$ cat src/rtl/fr_pkg.sv
package fr_pkg;
  localparam int NSRC   = 3;
  localparam int SRC_OT = 0;
  localparam int SRC_OC = 1;
  localparam int SRC_RV = 2;

  typedef enum logic [1:0] {
    CAUSE_NONE = 2'b00,
    CAUSE_OT   = 2'b01,
    CAUSE_OC   = 2'b10,
    CAUSE_RV   = 2'b11
  } cause_e;
endpackage

$ cat src/rtl/fr_sync.sv
module fr_sync #(
  parameter int W = 4
) (
  input  logic         clk,
  input  logic         rst_n,
  input  logic [W-1:0] d_i,
  output logic [W-1:0] q_o
);
  logic [W-1:0] meta_q;
  logic [W-1:0] stab_q;

  always_ff @(posedge clk or negedge rst_n) begin
    if (!rst_n) begin
      meta_q <= '0;
      stab_q <= '0;
    end else begin
      meta_q <= d_i;
      stab_q <= meta_q;
    end
  end

  assign q_o = stab_q;
endmodule

$ cat src/rtl/fr_prescaler.sv
module fr_prescaler #(
  parameter int DIV = 1000
) (
  input  logic clk,
  input  logic rst_n,
  output logic tick_o
);
  localparam int CW = (DIV > 2) ? $clog2(DIV) : 1;
  localparam logic [CW-1:0] LAST = CW'(DIV - 1);

  logic [CW-1:0] cnt_q, cnt_d;

  always_comb begin
    if (cnt_q == LAST) cnt_d = '0;
    else               cnt_d = cnt_q + 1'b1;
  end

  always_ff @(posedge clk or negedge rst_n) begin
    if (!rst_n) cnt_q <= '0;
    else        cnt_q <= cnt_d;
  end

  assign tick_o = (cnt_q == LAST);
endmodule

$ cat src/rtl/fr_deglitch.sv
module fr_deglitch #(
  parameter int TICKS = 8
) (
  input  logic clk,
  input  logic rst_n,
  input  logic tick_i,
  input  logic sig_i,
  output logic qual_o
);
  localparam int CW = $clog2(TICKS + 1);
  localparam logic [CW-1:0] LAST = CW'(TICKS - 1);

  logic [CW-1:0] cnt_q, cnt_d;
  logic          qual_q, qual_d;

  always_comb begin
    cnt_d  = cnt_q;
    qual_d = qual_q;
    if (sig_i == qual_q) begin
      cnt_d = '0;
    end else if (tick_i) begin
      if (cnt_q == LAST) begin
        qual_d = sig_i;
        cnt_d  = '0;
      end else begin
        cnt_d = cnt_q + 1'b1;
      end
    end
  end

  always_ff @(posedge clk or negedge rst_n) begin
    if (!rst_n) begin
      cnt_q  <= '0;
      qual_q <= 1'b0;
    end else begin
      cnt_q  <= cnt_d;
      qual_q <= qual_d;
    end
  end

  assign qual_o = qual_q;
endmodule

$ cat src/rtl/fr_latch.sv
module fr_latch
  import fr_pkg::*;
(
  input  logic            clk,
  input  logic            rst_n,
  input  logic            en_i,
  input  logic [NSRC-1:0] qual_i,
  output logic            latched_o,
  output cause_e          cause_o
);
  logic   set_q, set_d;
  cause_e cause_q, cause_d;

  always_comb begin
    set_d   = set_q;
    cause_d = cause_q;
    if (!en_i) begin
      set_d   = 1'b0;
      cause_d = CAUSE_NONE;
    end else if (!set_q && (|qual_i)) begin
      set_d = 1'b1;
      if (qual_i[SRC_OT])      cause_d = CAUSE_OT;
      else if (qual_i[SRC_OC]) cause_d = CAUSE_OC;
      else                     cause_d = CAUSE_RV;
    end
  end

  always_ff @(posedge clk or negedge rst_n) begin
    if (!rst_n) begin
      set_q   <= 1'b0;
      cause_q <= CAUSE_NONE;
    end else begin
      set_q   <= set_d;
      cause_q <= cause_d;
    end
  end

  assign latched_o = set_q;
  assign cause_o   = cause_q;
endmodule

$ cat src/rtl/fault_latch_reporter.sv
module fault_latch_reporter
  import fr_pkg::*;
#(
  parameter int TICK_DIV = 1000,
  parameter int OC_TICKS = 8,
  parameter int RV_TICKS = 4
) (
  input  logic       clk,
  input  logic       rst_n,
  input  logic       en,
  input  logic       ot_raw,
  input  logic       oc_raw,
  input  logic       rv_raw,
  output logic       flag_oe,
  output logic       latch_off,
  output logic [1:0] cause
);
  localparam int SW     = NSRC + 1;
  localparam int EN_BIT = NSRC;

  logic [SW-1:0]   sync_w;
  logic [NSRC-1:0] qual_w;
  logic            tick_w;
  logic            latched_w;
  cause_e          cause_w;

  fr_sync #(.W(SW)) u_sync (
    .clk   (clk),
    .rst_n (rst_n),
    .d_i   ({en, rv_raw, oc_raw, ot_raw}),
    .q_o   (sync_w)
  );

  fr_prescaler #(.DIV(TICK_DIV)) u_presc (
    .clk    (clk),
    .rst_n  (rst_n),
    .tick_o (tick_w)
  );

  assign qual_w[SRC_OT] = sync_w[SRC_OT];

  for (genvar g = SRC_OC; g <= SRC_RV; g++) begin : g_filt
    localparam int T = (g == SRC_OC) ? OC_TICKS : RV_TICKS;
    fr_deglitch #(.TICKS(T)) u_filt (
      .clk    (clk),
      .rst_n  (rst_n),
      .tick_i (tick_w),
      .sig_i  (sync_w[g]),
      .qual_o (qual_w[g])
    );
  end

  fr_latch u_latch (
    .clk       (clk),
    .rst_n     (rst_n),
    .en_i      (sync_w[EN_BIT]),
    .qual_i    (qual_w),
    .latched_o (latched_w),
    .cause_o   (cause_w)
  );

  assign flag_oe   = latched_w;
  assign latch_off = latched_w;
  assign cause     = cause_w;
endmodule

$ cat config.mk
export PLATFORM = sky130hd
export DESIGN_NAME = fault_latch_reporter
export DESIGN_NICKNAME = d
export VERILOG_FILES = /design/src/rtl/fr_pkg.sv /design/src/rtl/fr_sync.sv /design/src/rtl/fr_prescaler.sv /design/src/rtl/fr_deglitch.sv /design/src/rtl/fr_latch.sv /design/src/rtl/fault_latch_reporter.sv
export SDC_FILE = /design/constraint.sdc
export NUM_CORES = 1
export LEC_CHECK = 0
export ABC_CLOCK_PERIOD_IN_PS = 2400
export BUFFER_PORTS_ARGS = -buffer_cell sky130_fd_sc_hd__buf_2
export CAP_MARGIN = 5
export CORE_AREA = 5 5 54 56
export CTS_BUF_LIST = sky130_fd_sc_hd__clkbuf_16
export DETAILED_ROUTE_END_ITERATION = 7
export DIE_AREA = 0 0 59 61
export PLACE_DENSITY_LB_ADDON = 0.05
export SLEW_MARGIN = 40
export SYNTH_ARGS = -nofsm -noshare
export SYNTH_HDL_FRONTEND = slang
export SYNTH_HIERARCHICAL = 1
export SYNTH_SLANG_ARGS = --single-unit
$ cat constraint.sdc
create_clock -name clk -period 2.4 [get_ports clk]
set_input_delay 0.24 -clock clk [delete_from_list [all_inputs] [get_ports clk]]
set_output_delay 0.24 -clock clk [all_outputs]
set_load 0.005 [all_outputs]
==> reports/metrics.cfg, run 1 <==
[run_status]
outcome=finished, violations left
violations=hold timing

[global_routing]
grt_pass1_wl_mm=3.68
grt_max_degree=31
grt-ovfl-total=0
grt_pass1_vias=824
antenna_found_initial=0
grt_usage_pct=14.3

[sta]
worst_pin_slew_ps=633
slew_headroom_pct=57.8
rsz0062_at_grt=false
min_period_ps=2030
finalClockSkew_ps=7.51
timing.fmax_ghz=0.494
maxSlewViolCount=0
whs_ps=-15.2
finalSetupViolCount=0
final.setup.tns_ps=0
finalHoldViolations=30
post-route-period-util_pct=84.4

[synth]
ys_ff_latch=30
syn_nets=113
syn_area_mm2=0.00126
synth_seq_area_share_pct=59.6
yosysUniqueCellTypes=36
synth_warnings=6
syn_avg_cell_area_um2=12.1
syn-instance-count=104

[clock_tree]
cts_tree=yes
post-cts-setup-buffers=0
ctsHoldBuffers=0
htree_num_levels=2
cts_resized=0
cts_buffer_depth=2
cts_root_buffer=clkbuf_16
cts_buffers=5
clk_pin_slew_ps=50
cts.sinks=30
clk_latency_ps=270

[critical_path]
worst_path_max_delay_cell=dfrtp_1
cp_data_arrival_time_ps=2230
worstPathRequired_ps=2610
slowest_delay_ps=400
timing.critical_path.cells=ha_1 > nand3_1 > nor3_2 > and3_1 > nand4_1 > or3_1 > a21oi_2
worstSetupStartpointType=flop
cp_max_fo=8
critical_path.endpoint_type=flop
path_class=reg -> reg

[power_and_ir_drop]
fin_total_pwr_mw=1.23
power.density_mw_per_mm2=821
vdd_ir_drop_max_mv=0.688
p_leak_nw=0.697

[routing]
drt-initial-drc-count=29
drc_errors=0
viasPerCell=5.41
routed_wl_mm=2.07
ant_nets=0
vias=812
wl_per_cell_um=13.8
drt-pass1-iter-count=4

[floorplanning]
dieWidth_um=59
num_rows=18
core-area_mm2=0.00239
initial_core_util_pct=52.8
fp.dieArea_mm2=0.00360
dieHeight_um=61
boundaryPins=10

[hold_path]
hold_class=in -> async

[placement]
placed_cells=142
io_buffer_count=9
dp_hpwl_mm=1.41
gp_congestion=0.762

[flow_run]
max_cap_violations=0

[final_layout]
syn_to_final_growth_pct=19.4
fillers=202
postLayoutCoreUtil_pct=63.0
final_net_count=128
n_antenna_cell=0
instances_no_fill=150
drive_above_1_share_pct=22.5

## cells in the final DEF (no fill, tap or decap), types with 2 or more instances in the layout
cell type	n
nand2_1	3
and3_4	2
xnor2_1	4
dfrtp_1	30
mux2i_1	2
clkbuf_16	5
a21oi_1	5
buf_2	9
nand2b_1	3
a31oi_1	2
and3_1	3
inv_1	4
xor2_1	4
nand3b_1	3
nor2_1	10
nand3_1	6
ha_1	3
## through the flow
step	area (um^2)	worst slack [ps]	hold WS, ps
final	1500	375	-15.2
after global routing	1500	216	48.7
after CTS	1500	379	12.8
after detailed placement	1340	397	302
after global placement	1340	476	296
after floorplan	1260	522	-55.6
## worst max-delay path: cells and delay by family, from the launching register on
kind / cells / cell delay [ps]
AND/OR/NAND/NOR: 5 / 1190
flip-flops: 1 / 400
adder cells (fa/ha/maj): 1 / 250
AO/OA/AOI/OAI: 1 / 120
## state kept, by name (all words and copies together), names as in the netlist
| signal | flops |
|---|---|
| u_sync/meta_q | 4 |
| g_filt.u_filt/cnt_q | 7 |
| u_latch/latched_o | 1 |
| u_latch/cause_o | 2 |
| u_sync/q_o | 4 |
| g_filt.u_filt/qual_o | 2 |
| u_presc/cnt_q | 10 |
## routing by layer
layer / GRT usage (%) / routed length, um
met4: 7.77 / 51
met1: 16.4 / 966
met2: 23.0 / 943
met3: 5.74 / 112
met5: 0 / 0
## cell families (layout without fill, tap and decap cells)
group / after synthesis / in the layout / share of synthesized area [%]
AO/OA/AOI/OAI: 14 / 14 / 8.14
multiplexers: 4 / 4 / 3.38
AND/OR/NAND/NOR: 39 / 39 / 18.2
flip-flops: 30 / 30 / 59.6
XOR/XNOR: 8 / 8 / 5.56
adder cells (fa/ha/maj): 3 / 3 / 2.98
buffers and inverters: 6 / 22 / 2.18
## layout make-up
cell class                      count  area [um^2]  area share [%]
Clock buffer                        5          125            8.32
Sequential cell                    30          751            49.9
Multi-Input combinational cell     68          482            32.0
Inverter                            4         15.0           0.998
Timing Repair Buffer               10         52.6            3.49
Clock inverter                      3         41.3            2.75
Tap cell                           30         37.5            2.50
## Yosys cell counts, drive strengths merged
cell / instances / area, um^2
nand4b: 1 / 8.76
nor2: 11 / 43.8
nor2b: 1 / 6.26
mux2i: 2 / 20.0
a311o: 1 / 10.0
nand3: 6 / 30.0
o2bb2ai: 1 / 8.76
nand2b: 3 / 18.8
ha: 3 / 37.5
nand2: 4 / 17.5
or3: 1 / 6.26
nand3b: 3 / 22.5
o221a: 1 / 11.3
xor2: 4 / 35.0
or2: 1 / 6.26
mux2: 2 / 22.5
a21oi: 6 / 33.8
dfrtp: 30 / 751
and4: 1 / 11.3
o211ai: 1 / 12.5
o21ai: 1 / 5.00
a31oi: 2 / 12.5
and3: 5 / 41.3
nor3: 1 / 10.0
buf: 2 / 12.5
nand4: 1 / 6.26
inv: 4 / 15.0
xnor2: 4 / 35.0
o22a: 1 / 8.76
## power breakdown
part	internal, mW	switching, mW
Combinational	0.00828	0.0163
Clock	0.484	0.205
Sequential	0.516	0.00537
Total	1.01	0.227
## final timing paths
kind / start / to / slack (ps) / cells past startpoint
min in group clk: oc_raw / u_sync/meta_q[1] / 70 / 1
max in group asynchronous: rst_n / u_presc/cnt_q[6] / 2000 / 1
setup reg to reg: u_presc/cnt_q[0] / g_filt[1].u_filt/cnt_q[3] / 370 / 7
setup / recovery: u_presc/cnt_q[0] / g_filt[1].u_filt/cnt_q[3] / 370 / 7
hold reg to reg: u_sync/meta_q[3] / u_sync/q_o[3] / 350 / 0
hold / removal: rst_n / g_filt[1].u_filt/cnt_q[3] / -20 / 1
Note: power is estimated with default switching activity, not from simulation.
==> run 2, diff against run 1 <==
- ABC_CLOCK_PERIOD_IN_PS: 2400 -> 1700
- CORE_AREA: 5 5 54 56 -> 5 5 56 58
- DIE_AREA: 0 0 59 61 -> 0 0 61 63
- clock period: 2.4 -> 1.7 ns (I/O delays scaled with it)
==> run 2 against run 1 <==
The run now ends clean. Sequential power rose by 41%. Cell count grew 13%. Worst setup slack lost 360 ps. Clock power up 19%. Cell area is 9.7% higher. Via count is 9.0% higher. First-iteration DRC count increased by 41%. Total power up 30%. Combinational power grew 79%. Sequential share of layout area is 4.4 points lower. Critical path type unchanged.
==> reports/metrics.cfg, run 2 (synthesis gave the netlist of run 1 again) <==
[flow_run]
max_cap_violations=0  ; unchanged

[critical_path]
cp.depth=7  ; unchanged
r2r_start=u_presc/cnt_q[0]
path_class=reg -> reg
cp_data_arrival_time_ps=1890  ; -340 ps
worstPathRequired_ps=1900  ; -710 ps
timing.critical_path.cells=ha_2 > nand3_2 > nor3_4 > and3_4 > nand4_1 > or3_1 > a21oi_2
path_buf_inv=0  ; unchanged
ff2ff_path_depth=7  ; unchanged
critical_path.endpoint_type=flop
rrSetupSlack_ps=10  ; -360 ps
slowest_delay_ps=350  ; -50 ps
path_delay_family=simple AND/OR/NAND/NOR gates
worstSetupStartpointType=flop
critPathLaunch=u_presc/cnt_q[0]
worst_path_max_delay_cell=dfrtp_1
cp_max_fo=7  ; -1

[clock_tree]
cts_tree=yes
htree_num_levels=2  ; unchanged
clk_latency_ps=270  ; about the same
clk_pin_slew_ps=50  ; about the same
cts_buffers=5  ; unchanged
cts.sinks=30  ; unchanged
cts_root_buffer=clkbuf_16
cts_buffer_depth=2  ; unchanged

[sta]
post-route-period-util_pct=99.4  ; +15 points
finalSetupViolCount=0  ; unchanged
final.setup.tns_ps=0  ; unchanged
maxSlewViolCount=0  ; unchanged
finalClockSkew_ps=1.42  ; -6.09 ps
finalHoldViolations=0  ; -100%
timing.fmax_ghz=0.592  ; +20%
rsz0062_at_grt=true
worst_pin_slew_ps=648  ; +15.1 ps
min_period_ps=1690  ; -336 ps
slew_headroom_pct=56.8  ; -1.0 points

[final_layout]
top_register=u_presc/cnt_q
top_regs=u_presc/cnt_q: 10 flops, g_filt.u_filt/cnt_q: 7 flops
final_cell_mix=dfrtp_1, buf_4, nor2_1
instances_no_fill=169  ; +13%
seqCellArea_um2=751  ; unchanged
n_antenna_cell=0  ; unchanged
largest_register_ffs=10  ; unchanged
fillers=199  ; -1.5%
layout_commonest_cell=dfrtp_1
postLayoutCoreUtil_pct=63.1  ; +0.11 points
syn_to_final_growth_pct=31.0
final_net_count=146  ; +14%
multiInputGateArea_um2=504  ; +4.7%
drive_above_1_share_pct=31.9  ; +9.4 points

[routing]
drt-pass1-iter-count=4  ; unchanged
drc_errors=0  ; unchanged
wl_per_cell_um=12.7  ; -7.8%
routed_wl_mm=2.15  ; +3.9%
drt-initial-drc-count=41  ; +41%
viasPerCell=5.24  ; -3.3%
vias=885  ; +9.0%
ant_nets=0  ; unchanged

[global_routing]
grt_pass1_vias=863  ; +4.7%
grt_pass1_wl_mm=3.75  ; +1.7%
antenna_found_initial=0  ; unchanged
grt_max_degree=31  ; unchanged
grt_usage_pct=13.8  ; -0.51 points
grt-ovfl-total=0  ; unchanged

[hold_path]
whs_path_depth=0
hold_start=u_sync/meta_q[3]
hold_class=reg -> reg

[floorplanning]
initial_core_util_pct=48.2  ; -4.6 points
core-area_mm2=0.00262  ; +9.5%
boundaryPins=10  ; unchanged
num_rows=19  ; +1
fp.dieArea_mm2=0.00384  ; +6.8%
dieWidth_um=61  ; +3.4%
dieHeight_um=63  ; +3.3%

[run_status]
outcome=completed

[placement]
gp_congestion=0.776  ; +1.8%
placed_cells=152  ; +7.0%
dp_hpwl_mm=1.47  ; +4.1%
io_buffer_count=9  ; unchanged

[power_and_ir_drop]
power.density_mw_per_mm2=971  ; +18%
p_leak_nw=0.768  ; +10%
vdd_ir_drop_max_mv=0.848  ; +23%

run 2: power by group:
part | leakage (nW) | internal, mW | switching, mW
registers | 0.384 | 0.729 | 0.00756
logic | 0.317 | 0.0192 | 0.0247
clock network | 0.0672 | 0.532 | 0.290
total | 0.768 | 1.28 | 0.323
run 2: stage by stage:
| stage | area [um^2] | setup slack [ps] | hold slack, ps | total power [mW] |
|---|---|---|---|---|
| global placement | 1420 | -8.09 | 236 | 0.783 |
| CTS | 1600 | 8.57 | 0.728 | 1.63 |
| finish | 1650 | 10.6 | 342 | 1.60 |
| global route | 1650 | -104 | 357 | 1.68 |
| floorplan | 1280 | -84.1 | -126 | 0.759 |
| detailed placement | 1420 | -101 | 243 | 0.785 |
run 2: layout make-up:
| cell class | count | area share [%] |
|---|---|---|
| flip-flops and latches | 30 | 45.5 |
| multi-input cells | 68 | 30.6 |
| repair buffers | 28 | 12.1 |
| clock buffers | 5 | 7.58 |
| well taps | 31 | 2.35 |
| clock inverters | 3 | 0.986 |
| inverters | 4 | 0.910 |
run 2: final timing paths:
check / to
worst max-delay path: g_filt[1].u_filt/cnt_q[3]
worst min register to register: u_sync/q_o[3]
worst min-delay path: u_sync/q_o[3]
min in group asynchronous: u_latch/latched_o
worst max register to register: g_filt[1].u_filt/cnt_q[3]
max in group asynchronous: u_presc/cnt_q[5]
run 2: repair_timing:
action	in CTS	in global routing
cloned	0	0
endpoints found under the setup margin	3	5
pin swaps	0	1
hold buffers	4	1
buffers inserted	0	4
resized for setup	2	1
endpoints found under the hold margin	33	1
run 2: per-layer routing:
metal / vias to the layer above / track usage, % / share of wire, %
met1: 434 / 15.2 / 42
met5: - / 0 / 0
met2: 18 / 20.5 / 51
met4: 0 / 8.13 / 2.1
li1: 427 / - / -
met3: 6 / 7.44 / 5.1
==> run 3, diff against run 2 <==
- PLACE_DENSITY: default -> 0.79
- PLACE_DENSITY_LB_ADDON: 0.05 -> default
==> run 3 against run 2 <==
The run now ends with setup timing left. Flip-flop and latch count unchanged. Utilization rose by 0.67 points. Largest cell class unchanged. Highest routed layer unchanged. Worst setup slack worse by 14 ps. First-iteration DRC count fell by 54%. Sequential power about the same. Cell count is 2.4% lower. Global-route usage increased by 0.37 points. Critical path type unchanged. Critical path depth unchanged.
==> reports/metrics.cfg, run 3 (synthesis gave the netlist of run 1 again) <==
[run_status]
outcome=finished, violations left
violations=setup timing

[final_layout]
final_net_count=142  ; -2.7%
layout_commonest_cell=dfrtp_1
postLayoutCoreUtil_pct=63.8  ; +0.67 points
n_antenna_cell=0  ; unchanged
drive_above_1_share_pct=29.9  ; -2.0 points
top_regs=u_presc/cnt_q: 10 flops, g_filt.u_filt/cnt_q: 7 flops
final_cell_mix=dfrtp_1, nor2_1, buf_4
top_register=u_presc/cnt_q
largest_register_ffs=10  ; unchanged
syn_to_final_growth_pct=32.4

[clock_tree]
clk_pin_slew_ps=50  ; about the same
clk_latency_ps=270  ; about the same
cts_buffers=5  ; unchanged
cts.sinks=30  ; unchanged
cts_buffer_depth=2  ; unchanged
cts_root_buffer=clkbuf_16
htree_num_levels=2  ; unchanged
cts_tree=yes

[power_and_ir_drop]
power.density_mw_per_mm2=1130  ; +17%
vdd_ir_drop_max_mv=1.07  ; +26%
p_leak_nw=0.772  ; +0.55%

[floorplanning]
core-area_mm2=0.00262  ; unchanged
initial_core_util_pct=48.2  ; unchanged
dieWidth_um=61  ; unchanged
fp.dieArea_mm2=0.00384  ; unchanged
boundaryPins=10  ; unchanged
num_rows=19  ; unchanged
dieHeight_um=63  ; unchanged

[sta]
finalClockSkew_ps=4.82  ; +3.40 ps
finalSetupViolCount=1  ; +1
fin_ws_ps=-3.84  ; -14.5 ps
min_period_ps=1700  ; +14.5 ps
rsz0062_at_grt=true
maxSlewViolCount=0  ; unchanged
whs_ps=347  ; +4.22 ps
post-route-period-util_pct=100  ; +0.85 points
worst_pin_slew_ps=619  ; -29.0 ps
slew_headroom_pct=58.7  ; +1.9 points
finalHoldViolations=0  ; unchanged
timing.fmax_ghz=0.587  ; -0.85%

[placement]
dp_hpwl_mm=1.44  ; -2.0%
gp_congestion=0.794  ; +2.3%
pre_cts_ws_ps=-49.4  ; +51.5 ps
io_buffer_count=9  ; unchanged

[routing]
drt-initial-drc-count=19  ; -54%
viasPerCell=5.21  ; -0.47%
drc_errors=0  ; unchanged
routed_wl_mm=2.18  ; +1.3%
drt-pass1-iter-count=5  ; +1
wl_per_cell_um=13.2  ; +3.8%
vias=860  ; -2.8%
ant_nets=0  ; unchanged

[critical_path]
cp_max_fo=5  ; -2
critPathLaunch=u_presc/cnt_q[0]
critical_path.endpoint_type=flop
r2r_start=u_presc/cnt_q[0]
worstPathRequired_ps=1900  ; about the same
path_class=reg -> reg
worstSetupStartpointType=flop
cp_data_arrival_time_ps=1900  ; about the same

[hold_path]
hold_class=reg -> reg
hold_start=u_sync/meta_q[0]

[flow_run]
max_cap_violations=0  ; unchanged

[global_routing]
grt_pass1_wl_mm=3.97  ; +6.1%
grt_max_degree=31  ; unchanged
grt_pass1_vias=893  ; +3.5%
grt_usage_pct=14.2  ; +0.37 points
grt-ovfl-total=0  ; unchanged
antenna_found_initial=0  ; unchanged

==> run 3: final cells by class <==
class / instances / area, um^2
Timing Repair Buffer: 24 / 170
Sequential cell: 30 / 751
Fill cell: 196 / 947
Multi-Input combinational cell: 68 / 504
Tap cell: 31 / 38.8
Clock buffer: 5 / 125
Clock inverter: 3 / 63.8
Inverter: 4 / 15.0
==> run 3: what timing repair did <==
| item | 4_1_cts | 5_1_grt |
|---|---|---|
| buffers inserted | 0 | 2 |
| setup endpoints to repair | 2 | 2 |
| resized for setup | 2 | 1 |
| hold endpoints to repair | 34 | 0 |
| pin swaps | 0 | 2 |
| hold buffers | 5 | 0 |
==> run 3: per-stage QoR <==
stage | TNS (ps) | total power [mW] | instance area, um^2 | std cells
2_1_floorplan | -126 | 0.759 | 1280 | 104
3_3_place_gp | 0 | 0.782 | 1400 | 150
3_5_place_dp | -49.4 | 0.783 | 1400 | 150
4_1_cts | 0 | 1.91 | 1650 | 163
5_1_grt | -186 | 1.96 | 1670 | 165
6_report | -3.84 | 1.89 | 1670 | 165
==> run 3: metal layers <==
layer	routed length [um]	global-route usage [%]	up-vias	part of all wire [%]
met4	27	7.05	0	1.2
met1	944	16.5	419	43
li1	-	-	422	-
met2	1140	22.1	17	52
met3	65	5.58	2	3.0
met5	0	0	-	0
==> run 3: where the power goes <==
part | leakage (nW) | switching [mW] | total (mW) | internal (mW)
sequential | 0.384 | 0.00756 | 0.736 | 0.729
combinational | 0.297 | 0.0239 | 0.0431 | 0.0192
clock | 0.0915 | 0.280 | 1.11 | 0.832
total | 0.772 | 0.312 | 1.89 | 1.58
==> run 3: path summary, 6_finish.rpt <==
check / slack [ps] / endpoint / depth (start not counted)
hold reg to reg: 350 / u_sync/q_o[0] / 0
hold / removal: 350 / u_sync/q_o[0] / 0
max in group asynchronous: 840 / g_filt[1].u_filt/cnt_q[2] / 2
setup reg to reg: -4 / g_filt[1].u_filt/cnt_q[3] / 7
min in group asynchronous: 450 / g_filt[2].u_filt/cnt_q[1] / 2
setup / recovery: -4 / g_filt[1].u_filt/cnt_q[3] / 7
==> run 3: critical path, stage by stage (launching register included) <==
cell	delay, ps
dfrtp_1	340
ha_2	190
nand3_2	90
nor3_4	150
and3_4	240
nand4_1	130
or3_1	340
a21oi_2	130
